==> src/rtl/mac_merge_pkg.sv <==
package mac_merge_pkg;
    localparam int unsigned OPW  = 8;          // operand width
    localparam int unsigned ACCW = 2 * OPW;    // addend width
    localparam int unsigned RESW = 2 * OPW + 1; // result width
    localparam int unsigned HALF = OPW / 2;    // rows per first-level group
    localparam int unsigned COLS_S1 = OPW + HALF - 1; // columns per first-level group
    localparam int unsigned MOD_COL = OPW - 1; // first column holding a six-input cell

    function automatic logic xor3(input logic x, input logic y, input logic z);
        return x ^ y ^ z;
    endfunction

    function automatic logic maj3(input logic x, input logic y, input logic z);
        return (x & y) | (x & z) | (y & z);
    endfunction

    typedef struct packed {
        logic [RESW-1:0] acc;
    } acc_state_t;
endpackage

==> src/rtl/mac_cmp42.sv <==
// Five-input compressor: four same-weight data bits and one carry-in.
// The sideways carry depends only on a, b and c.
module mac_cmp42 import mac_merge_pkg::*; (
    input  logic a,
    input  logic b,
    input  logic c,
    input  logic d,
    input  logic cin,
    output logic sum,
    output logic carry,
    output logic cout
);
    logic s1;

    always_comb begin
        s1    = xor3(a, b, c);
        cout  = maj3(a, b, c);
        sum   = xor3(s1, d, cin);
        carry = maj3(s1, d, cin);
    end
endmodule

==> src/rtl/mac_cmp42x.sv <==
// Six-input compressor: four data bits plus two same-weight carry-ins.
// It has one upward carry and two sideways carries, both independent of the carry-ins.
module mac_cmp42x import mac_merge_pkg::*; (
    input  logic a,
    input  logic b,
    input  logic c,
    input  logic d,
    input  logic cin1,
    input  logic cin2,
    output logic sum,
    output logic carry,
    output logic cout1,
    output logic cout2
);
    logic s1;
    logic s2;

    always_comb begin
        s1    = xor3(a, b, c);
        cout1 = maj3(a, b, c);
        s2    = s1 ^ d;
        cout2 = s1 & d;
        sum   = xor3(s2, cin1, cin2);
        carry = maj3(s2, cin1, cin2);
    end
endmodule

==> src/rtl/mac_cmp_row.sv <==
// One row of compressors, one per column. When MOD_AT >= 0, columns MOD_AT and
// MOD_AT+1 are six-input cells. The column above them takes both sideways carries
// in its d and cin slots, so its own d slot must be left empty by the caller.
// The extra bit xbit feeds the lower six-input cell, or column 0's carry-in when
// the row has no six-input cells.
module mac_cmp_row import mac_merge_pkg::*; #(
    parameter int COLS   = 11,
    parameter int MOD_AT = -1
) (
    input  logic [COLS-1:0][3:0] din,
    input  logic                 xbit,
    output logic [COLS-1:0]      sum_o,
    output logic [COLS-1:0]      carry_o,
    output logic                 spill_o
);
    logic [COLS-1:0] hc1;
    logic [COLS-1:0] hc2;

    for (genvar k = 0; k < COLS; k++) begin : g_col
        if (MOD_AT >= 0 && k == MOD_AT) begin : g_mod_lo
            mac_cmp42x u_cell (
                .a(din[k][0]), .b(din[k][1]), .c(din[k][2]), .d(din[k][3]),
                .cin1(xbit), .cin2(hc1[k-1]),
                .sum(sum_o[k]), .carry(carry_o[k]),
                .cout1(hc1[k]), .cout2(hc2[k])
            );
        end else if (MOD_AT >= 0 && k == MOD_AT + 1) begin : g_mod_hi
            mac_cmp42x u_cell (
                .a(din[k][0]), .b(din[k][1]), .c(din[k][2]), .d(din[k][3]),
                .cin1(hc1[k-1]), .cin2(hc2[k-1]),
                .sum(sum_o[k]), .carry(carry_o[k]),
                .cout1(hc1[k]), .cout2(hc2[k])
            );
        end else if (MOD_AT >= 0 && k == MOD_AT + 2) begin : g_absorb
            logic unused_slot;
            assign unused_slot = din[k][3];
            mac_cmp42 u_cell (
                .a(din[k][0]), .b(din[k][1]), .c(din[k][2]),
                .d(hc1[k-1]), .cin(hc2[k-1]),
                .sum(sum_o[k]), .carry(carry_o[k]), .cout(hc1[k])
            );
            assign hc2[k] = 1'b0;
        end else begin : g_reg
            logic cin_w;
            if (k == 0) begin : g_first
                assign cin_w = (MOD_AT < 0) ? xbit : 1'b0;
            end else begin : g_next
                assign cin_w = hc1[k-1];
            end
            mac_cmp42 u_cell (
                .a(din[k][0]), .b(din[k][1]), .c(din[k][2]), .d(din[k][3]),
                .cin(cin_w),
                .sum(sum_o[k]), .carry(carry_o[k]), .cout(hc1[k])
            );
            assign hc2[k] = 1'b0;
        end
    end

    logic unused_hc2;
    assign unused_hc2 = ^hc2;
    assign spill_o    = hc1[COLS-1] | hc2[COLS-1];
endmodule

==> src/rtl/mac_merge_tree.sv <==
// Combinational merged multiply-add: res_o = a_i*b_i + z_i.
// Slots inside a column: 0=a, 1=b, 2=c, 3=d. The AND rows are packed so that the
// top column of each row has at most one bit among a/b/c, which keeps its sideways
// carry at zero.
module mac_merge_tree import mac_merge_pkg::*; (
    input  logic [OPW-1:0]  a_i,
    input  logic [OPW-1:0]  b_i,
    input  logic [ACCW-1:0] z_i,
    output logic [RESW-1:0] res_o,
    output logic            spill_o
);
    // first level, low group (rows 0..HALF-1) and high group (rows HALF..OPW-1)
    logic [COLS_S1-1:0][3:0] da;
    logic [COLS_S1-1:0][3:0] db;
    logic                    xa;
    logic [COLS_S1-1:0]      sa, ca, sb, cb;
    logic                    spa, spb;

    always_comb begin
        da = '0;
        db = '0;
        for (int i = 0; i < HALF; i++) begin
            for (int j = 0; j < OPW; j++) begin
                da[i+j][HALF-1-i] = a_i[j] & b_i[i];
            end
        end
        for (int i = HALF; i < OPW; i++) begin
            for (int j = 0; j < OPW; j++) begin
                db[i+j-HALF][OPW-1-i] = a_i[j] & b_i[i];
            end
        end
        // addend bits in the empty first-level slots, low group
        da[0][0]  = z_i[0];
        da[1][0]  = z_i[1];
        da[2][0]  = z_i[2];
        da[8][3]  = z_i[8];
        da[9][2]  = z_i[9];
        da[10][3] = z_i[10];
        xa        = z_i[7];   // fifth bit of the full column, absorbed by the six-input cell
        // high group, column index = weight - HALF
        db[1][0]  = z_i[5];
        db[2][0]  = z_i[6];
        db[8][3]  = z_i[12];
        db[9][2]  = z_i[13];
        db[10][3] = z_i[14];
    end

    mac_cmp_row #(.COLS(COLS_S1), .MOD_AT(MOD_COL)) u_lvl1_lo (
        .din(da), .xbit(xa), .sum_o(sa), .carry_o(ca), .spill_o(spa)
    );

    mac_cmp_row #(.COLS(COLS_S1), .MOD_AT(-1)) u_lvl1_hi (
        .din(db), .xbit(1'b0), .sum_o(sb), .carry_o(cb), .spill_o(spb)
    );

    // second level: align the four rows by weight
    logic [ACCW-1:0]      wsa, wca, wsb, wcb;
    logic [ACCW-1:0][3:0] d2;
    logic [ACCW-1:0]      s2s, s2c;
    logic                 sp2;

    assign wsa = {{(ACCW-COLS_S1){1'b0}}, sa};
    assign wca = {{(ACCW-COLS_S1-1){1'b0}}, ca, 1'b0};
    assign wsb = {{(ACCW-COLS_S1-HALF){1'b0}}, sb, {HALF{1'b0}}};
    assign wcb = {cb, {(HALF+1){1'b0}}};

    always_comb begin
        for (int w = 0; w < ACCW; w++) begin
            d2[w] = {wcb[w], wsb[w], wca[w], wsa[w]};
        end
        // remaining addend bits in the second-level gaps
        d2[3][2]  = z_i[3];
        d2[4][3]  = z_i[4];
        d2[11][0] = z_i[11];
        d2[15][0] = z_i[15];
    end

    mac_cmp_row #(.COLS(ACCW), .MOD_AT(-1)) u_lvl2 (
        .din(d2), .xbit(1'b0), .sum_o(s2s), .carry_o(s2c), .spill_o(sp2)
    );

    // single carry-propagate adder on the two remaining rows
    assign res_o   = {1'b0, s2s} + {s2c, 1'b0};
    assign spill_o = spa | spb | sp2;
endmodule

==> src/rtl/mac_merge_acc.sv <==
module mac_merge_acc import mac_merge_pkg::*; (
    input  logic            clk,
    input  logic            rst_n,
    input  logic            clr,
    input  logic            en,
    input  logic [OPW-1:0]  a_i,
    input  logic [OPW-1:0]  b_i,
    output logic [RESW-1:0] acc_o
);
    acc_state_t      state_d;
    acc_state_t      state_q;
    logic [RESW-1:0] tree_res;
    logic            tree_spill;

    mac_merge_tree u_tree (
        .a_i    (a_i),
        .b_i    (b_i),
        .z_i    (state_q.acc[ACCW-1:0]),
        .res_o  (tree_res),
        .spill_o(tree_spill)
    );

    always_comb begin
        state_d = state_q;
        if (clr) begin
            state_d.acc = '0;
        end else if (en) begin
            state_d.acc = tree_res;
        end
    end

    always_ff @(posedge clk or negedge rst_n) begin
        if (!rst_n) begin
            state_q <= '0;
        end else begin
            state_q <= state_d;
        end
    end

    assign acc_o = state_q.acc;
endmodule

==> config.mk <==
export PLATFORM = sky130hd
export DESIGN_NAME = mac_merge_acc
export DESIGN_NICKNAME = d
export VERILOG_FILES = /design/src/rtl/mac_merge_pkg.sv /design/src/rtl/mac_cmp42.sv /design/src/rtl/mac_cmp42x.sv /design/src/rtl/mac_cmp_row.sv /design/src/rtl/mac_merge_tree.sv /design/src/rtl/mac_merge_acc.sv
export SDC_FILE = /design/constraint.sdc
export NUM_CORES = 1
export LEC_CHECK = 0
export ABC_AREA = 0
export ABC_CLOCK_PERIOD_IN_PS = 4340
export CAP_MARGIN = 20
export CORE_ASPECT_RATIO = 2
export CORE_UTILIZATION = 45
export DETAILED_ROUTE_END_ITERATION = 16
export DONT_BUFFER_PORTS = 1
export HOLD_SLACK_MARGIN = 0.15
export PLACE_DENSITY = 0.73
export SYNTH_ARGS = -nofsm -noshare
export SYNTH_HDL_FRONTEND = slang
export SYNTH_SLANG_ARGS = --single-unit
export TNS_END_PERCENT = 10
==> constraint.sdc <==
create_clock -name clk -period 4.34 [get_ports clk]
set_input_delay 0.434 -clock clk [delete_from_list [all_inputs] [get_ports clk]]
set_output_delay 0.434 -clock clk [all_outputs]
set_load 0.005 [all_outputs]
=== After elaboration in Yosys (flattened, before gate mapping) ===
Index checks and enable logic that the tools add are counted.

* $add $sub $neg: 1
* Muxes and demuxes: 2
* Bitwise operators: 446
* Reduce and logical (&&, ||, !) cells: 1

{| class="wikitable"
|+ Operator list
! cell !! count
|-
| 1-bit bitwise AND || 230
|-
| 1-bit bitwise XOR || 116
|-
| 1-bit OR || 100
|-
| 17-bit 2-to-1 mux || 2
|-
| 16-bit by 17-bit adder with 17-bit output || 1
|-
| 2-bit nonzero test || 1
|}

* Flip-flop bits (word level): 17
* Input port bits: 20
* Output and inout port bits: 17
* Word-level logic and storage cells: 451

=== Logic depth before layout (Yosys ltp) ===
* Depth in word-level cells: 16
* Mapped depth: 16
* Depth with buffers taken out: 16

=== Cells and area by module ===
Synthesis repeated with hierarchy kept, for this count alone.

* Cells, all modules: 608
* Area total of the unflattened synthesis: 4576.9 sq um

{| class="wikitable"
|+ By module, submodules not included
! module !! times used !! cells each !! area an instance (sq um)
|-
| mac_cmp42 || 36 || 10 || 70.1
|-
| mac_merge_tree || 1 || 166 || 1171.1
|-
| mac_merge_acc || 1 || 55 || 699.4
|-
| mac_cmp42x || 2 || 13 || 90.1
|-
| mac_cmp_row at u_tree.u_lvl1_lo || 1 || 1 || 3.8
|}

=== Worst setup path after synthesis ===
Ideal clock, no wire load.

* Path type: input -> register
* Start point: in a_i[4]
* End point: reg state_q (netlist bit acc_o[15])
* Library setup time: 0.078 ns
* Arrival: 4.654 ns
* Required time: 4.262 ns
* Slack: -0.392 ns
* Stages: 15
* Cells stage by stage: and2_1 -> fa_1 -> ha_1 -> inv_1 -> fa_1 -> fa_1 -> inv_1 -> fa_1 -> ha_1 -> a21o_1 -> a221oi_2 -> nor2b_2 -> a221oi_1 -> mux2_2 -> a21oi_1

* Cells in the longest elaborated chain, start to end: 16
* Elaborated cells on any way between the ends: 221
* Those cells by class: add/sub (1); mux (2); bitwise (218)

{| class="wikitable"
|+ RTL lines
! what !! RTL line !! RTL
|-
| start: declaration || mac_merge_acc.sv:6 || <nowiki>input logic [OPW-1:0] a_i,</nowiki>
|-
| 1-bit bitwise AND || mac_merge_tree.sv:24 || <nowiki>da[i+j][HALF-1-i] = a_i[j] & b_i[i];</nowiki>
|-
| 1-bit bitwise AND / 1-bit bitwise XOR (equally long branches) || mac_merge_pkg.sv:14, mac_merge_pkg.sv:10 ||
|-
| 1-bit OR / 1-bit bitwise XOR (equally long branches) || mac_merge_pkg.sv:14, mac_merge_pkg.sv:10 ||
|-
| 1-bit OR (tied with other cells) || mac_merge_pkg.sv:14 || <nowiki>return (x & y) | (x & z) | (y & z);</nowiki>
|-
| 1-bit bitwise AND || mac_merge_pkg.sv:14 ||
|-
| 1-bit OR (2 in series) || mac_merge_pkg.sv:14 ||
|-
| 1-bit bitwise AND || mac_merge_pkg.sv:14 ||
|-
| 1-bit OR (2 in series) || mac_merge_pkg.sv:14 ||
|-
| 1-bit bitwise AND || mac_merge_pkg.sv:14 ||
|-
| 1-bit OR (2 in series) || mac_merge_pkg.sv:14 ||
|-
| 16-bit by 17-bit adder with 17-bit output * || mac_merge_tree.sv:83 || <nowiki>assign res_o = {1'b0, s2s} + {s2c, 1'b0};</nowiki>
|-
| 17-bit 2-to-1 mux * || mac_merge_acc.sv:27 || <nowiki>end else if (en) begin</nowiki>
|-
| 17-bit 2-to-1 mux * || mac_merge_acc.sv:25 || <nowiki>if (clr) begin</nowiki>
|-
| end signal: assignment || mac_merge_acc.sv:36 || <nowiki>state_q <= state_d;</nowiki>
|-
| end: declaration || mac_merge_acc.sv:11 || <nowiki>acc_state_t state_q;</nowiki>
|}

Mark *: on every way between the ends. The rest lies on a longest branch, timed or not. The select of a mux whose other input is x is not followed.
A chain may end at the register's enable or synchronous reset.

=== Worst setup path after layout ===
* Start point: in b_i[3]
* End point: reg state_q (netlist bit acc_o[13])

* Cells in the longest elaborated chain, start to end: 16
* Elaborated cells on any way between the ends: 231
* Those cells by class: add/sub (1); mux (2); bitwise (228)

{| class="wikitable"
|+ RTL lines
! what !! RTL line !! RTL
|-
| start: declaration || mac_merge_acc.sv:7 || <nowiki>input logic [OPW-1:0] b_i,</nowiki>
|-
| 1-bit bitwise AND || mac_merge_tree.sv:24 ||
|-
| 1-bit bitwise AND / 1-bit bitwise XOR (equally long branches) || mac_merge_pkg.sv:14, mac_merge_pkg.sv:10 ||
|-
| 1-bit OR / 1-bit bitwise XOR (equally long branches) || mac_merge_pkg.sv:14, mac_merge_pkg.sv:10 ||
|-
| 1-bit OR (tied with other cells) || mac_merge_pkg.sv:14 ||
|-
| 1-bit bitwise AND || mac_merge_pkg.sv:14 ||
|-
| 1-bit OR (2 in series) || mac_merge_pkg.sv:14 ||
|-
| 1-bit bitwise AND || mac_merge_pkg.sv:14 ||
|-
| 1-bit OR (2 in series) || mac_merge_pkg.sv:14 ||
|-
| 1-bit bitwise AND || mac_merge_pkg.sv:14 ||
|-
| 1-bit OR (2 in series) || mac_merge_pkg.sv:14 ||
|-
| 16-bit by 17-bit adder with 17-bit output * || mac_merge_tree.sv:83 ||
|-
| 17-bit 2-to-1 mux * || mac_merge_acc.sv:27 ||
|-
| 17-bit 2-to-1 mux * || mac_merge_acc.sv:25 ||
|}

Marked as above.

==> flow_summary.toml <==
[run_status]
status = "completed"

[yosys]
synthCells = 345
yosys_warnings = 0
netlist-cell-type-count = 43
async_flop_share_pct = 100
synth_edf_count = 0
syn-num-nets = 445
syn-cell-area_um2 = 3200
ys_seq_area_share_pct = 13.3
ys_ff_latch = 17
synth_flop_cell = "dfrtp_1"
avgSynthCellArea_um2 = 9.27

[power_and_ir_drop]
power.leakage_nw = 1.72
power.density_nw_per_um2 = 757
max-vdd-ir-drop_v = 0.000589
p_total_mw = 2.63

[worst_setup_path]
cp-start-kind = "primary input"
r2r_end = "acc_o[13]"
r2r_slack_ps = 70
cpPeakStageDelay_ps = 560
path_cells = "and2_1 -> fa_1 -> inv_1 -> fa_1 -> inv_1 -> fa_1 -> inv_1 -> fa_1 -> inv_1 -> ha_4 -> a21o_1 -> a221oi_4 -> nor2b_2 -> o2111ai_2 -> a2111oi_1 -> or3b_1"
timing.rr.start = "acc_o[6]"
critPathKind = "primary input to flop"
crit_path_start = "b_i[3]"
required_ps = 4460
crit_arrival_ps = 4420
worstPathMaxFanout = 8
cpMaxStageDelayCell = "fa_1"
worstSetupEndpointType = "flop"
rr_worst_depth = 15

[route]
wl_per_cell_um = 18.2
vias = 2396
drtIter0Drc = 31
first_pass_iters = 4
drt_wl_total_um = 7960
detail-route-antenna-nets = 0
drc = 0
viasPerCell = 5.47

[global_routing]
track_usage_pct = 23.6
grt_first_pass_wirelength_um = 12700
grt.overflow.total = 0
antenna_found_initial = 0
grt_pass1_vias = 2616
grt_max_degree = 21

[floorplan]
coreArea_um2 = 6890
initial_core_util_pct = 46.5
die_w_um = 61.6
io_pins = 37
die-height_um = 121
die_area_um2 = 7470
rows = 43

[cells_and_area]
drive_above_1_share_pct = 11.5
synthToLayoutAreaGrowth_pct = 8.41
largest_reg_flops = 17
num-nets-final = 449
num_antenna_cells = 0
nFillCells = 711
utilization_pct = 50.4

[timing]
rsz0062_at_grt = "true"
period_needed_ps = 4300
setup_violations = 0
min_period_over_period_pct = 99.0
hold_violations = 0
worst_pin_slew_ps = 820
slew_headroom_pct = 45.2
drv_slew = 0
clock_skew_ps = 3.55
max_freq_mhz = 233

[worst_hold_path]
hold_path_startpoint = "clr"
hold_end = "acc_o[10]"
hp-class = "primary input to flop"
whs_path_depth = 1

[placed_design]
port_buffers = 0
dp_hpwl_um = 6550
gp_congestion = 0.943

[flow_run]
max_cap_violations = 0

[clock_network]
root_buffer = "clkbuf_16"
insertion_delay_ps = 250
cts_buffers = 3
cts_buffer_depth = 2
path_clk_slew_ps = 50
htreeDepth = 1
clock_sink_count = 17
cts_tree = "built"
-- how the worst max path moves through the flow --
stage	to	slack [ps]	cells after the start
CTS	acc_o[15]	30	15
floorplan	acc_o[15]	-80	15
detailed placement	acc_o[13]	-230	15
global route	acc_o[14]	-100	15
finish	acc_o[13]	40	16
global placement	acc_o[15]	-170	14
-- kinds of logic (layout without fill, tap and decap cells) --
family                     after synthesis  count (layout)  synth area share, %
and+or+nand+nor                        109             109                 18.1
buffers and inverters                   85              88                 12.4
adders and majority gates               80              80                 43.3
DFF                                     17              17                 13.3
muxes                                   10              10                 3.17
xor gates and xnor gates                 7               7                 1.92
AOI/OAI and AO/OA                       37              37                 7.86
-- cells in the final DEF, fill, tap and decap left out, types with 2 or more instances in the layout --
master and count:
xor2_1 2, o21ai_0 7, clkbuf_16 3, dfrtp_1 17, xnor2_1 5, and2_1 46
o31ai_1 2, ha_4 3, inv_1 63, nand4_1 3, a21oi_1 11, nor2_1 18
ha_1 24, buf_4 19, ha_2 2, a211oi_1 2, mux2i_1 9, nand2_1 29
fa_1 50, a21o_1 4, a31oi_1 2
-- final cells by class --
class / count / area, um^2 / area share, %
Multi-Input combinational cell: 243 / 2460 / 70.9
Sequential cell: 17 / 425 / 12.3
Inverter: 64 / 240 / 6.93
Timing Repair Buffer: 20 / 153 / 4.40
Tap cell: 90 / 113 / 3.25
Clock buffer: 4 / 78.8 / 2.27
-- stage by stage --
stage	hold WS (ps)	instance area [um^2]	setup TNS (ps)	setup WS, ps	cells
2_1_floorplan	138	3270	-176	-77.6	345
3_3_place_gp	139	3360	-646	-174	432
3_5_place_dp	139	3360	-1000	-225	432
4_1_cts	242	3440	0	30.6	437
5_1_grt	237	3470	-318	-95.3	438
6_report	244	3470	0	42.2	438
-- metal layers --
| metal | wire [um] | track usage (%) | vias up |
|---|---|---|---|
| met3 | 259 | 3.52 | 34 |
| li1 | - | - | 1073 |
| met5 | 0 | 0 | - |
| met2 | 4580 | 43.2 | 55 |
| met1 | 2510 | 23.4 | 1234 |
| met4 | 604 | 13.8 | 0 |
-- what timing repair did --
action / in CTS / in global routing
buffers inserted: 0 / 1
endpoints found under the hold margin: 17 / 0
setup endpoints to repair: 0 / 5
gates resized for setup: 0 / 5
hold buffers: 1 / 0
-- where the power goes --
part / switching [mW] / internal (mW)
Combinational: 1.09 / 1.07
Clock: 0.0608 / 0.125
Sequential: 0.0672 / 0.207
Total: 1.22 / 1.40
-- cell usage after synthesis (all sizes together), types with 2 or more instances --
library cell   n  area share (%)
o31ai          2            0.47
and3           2            0.43
xnor2          5             1.4
nor2          18             2.1
nand2         29             3.4
buf           18             4.3
mux2i          9             2.8
a21o           4            0.94
a221oi         2            0.74
xor2           2            0.55
dfrtp         17              13
o21ai          7             1.1
nor2b          2            0.47
and2          47             9.2
nand4          3            0.59
a21oi         12             1.9
inv           64             7.5
ha            29              11
a31oi          2            0.39
clkbuf         3            0.66
a211oi         2            0.47
fa            51              32
-- critical path, delay by kind of cell --
family / cells / cell delay [ps]
adder cells (fa/ha/maj): 5 / 2290
buffers and inverters: 4 / 250
AO/OA/AOI/OAI: 4 / 850
AND/OR/NAND/NOR: 3 / 590
Note: power is estimated with default switching activity, not from simulation.
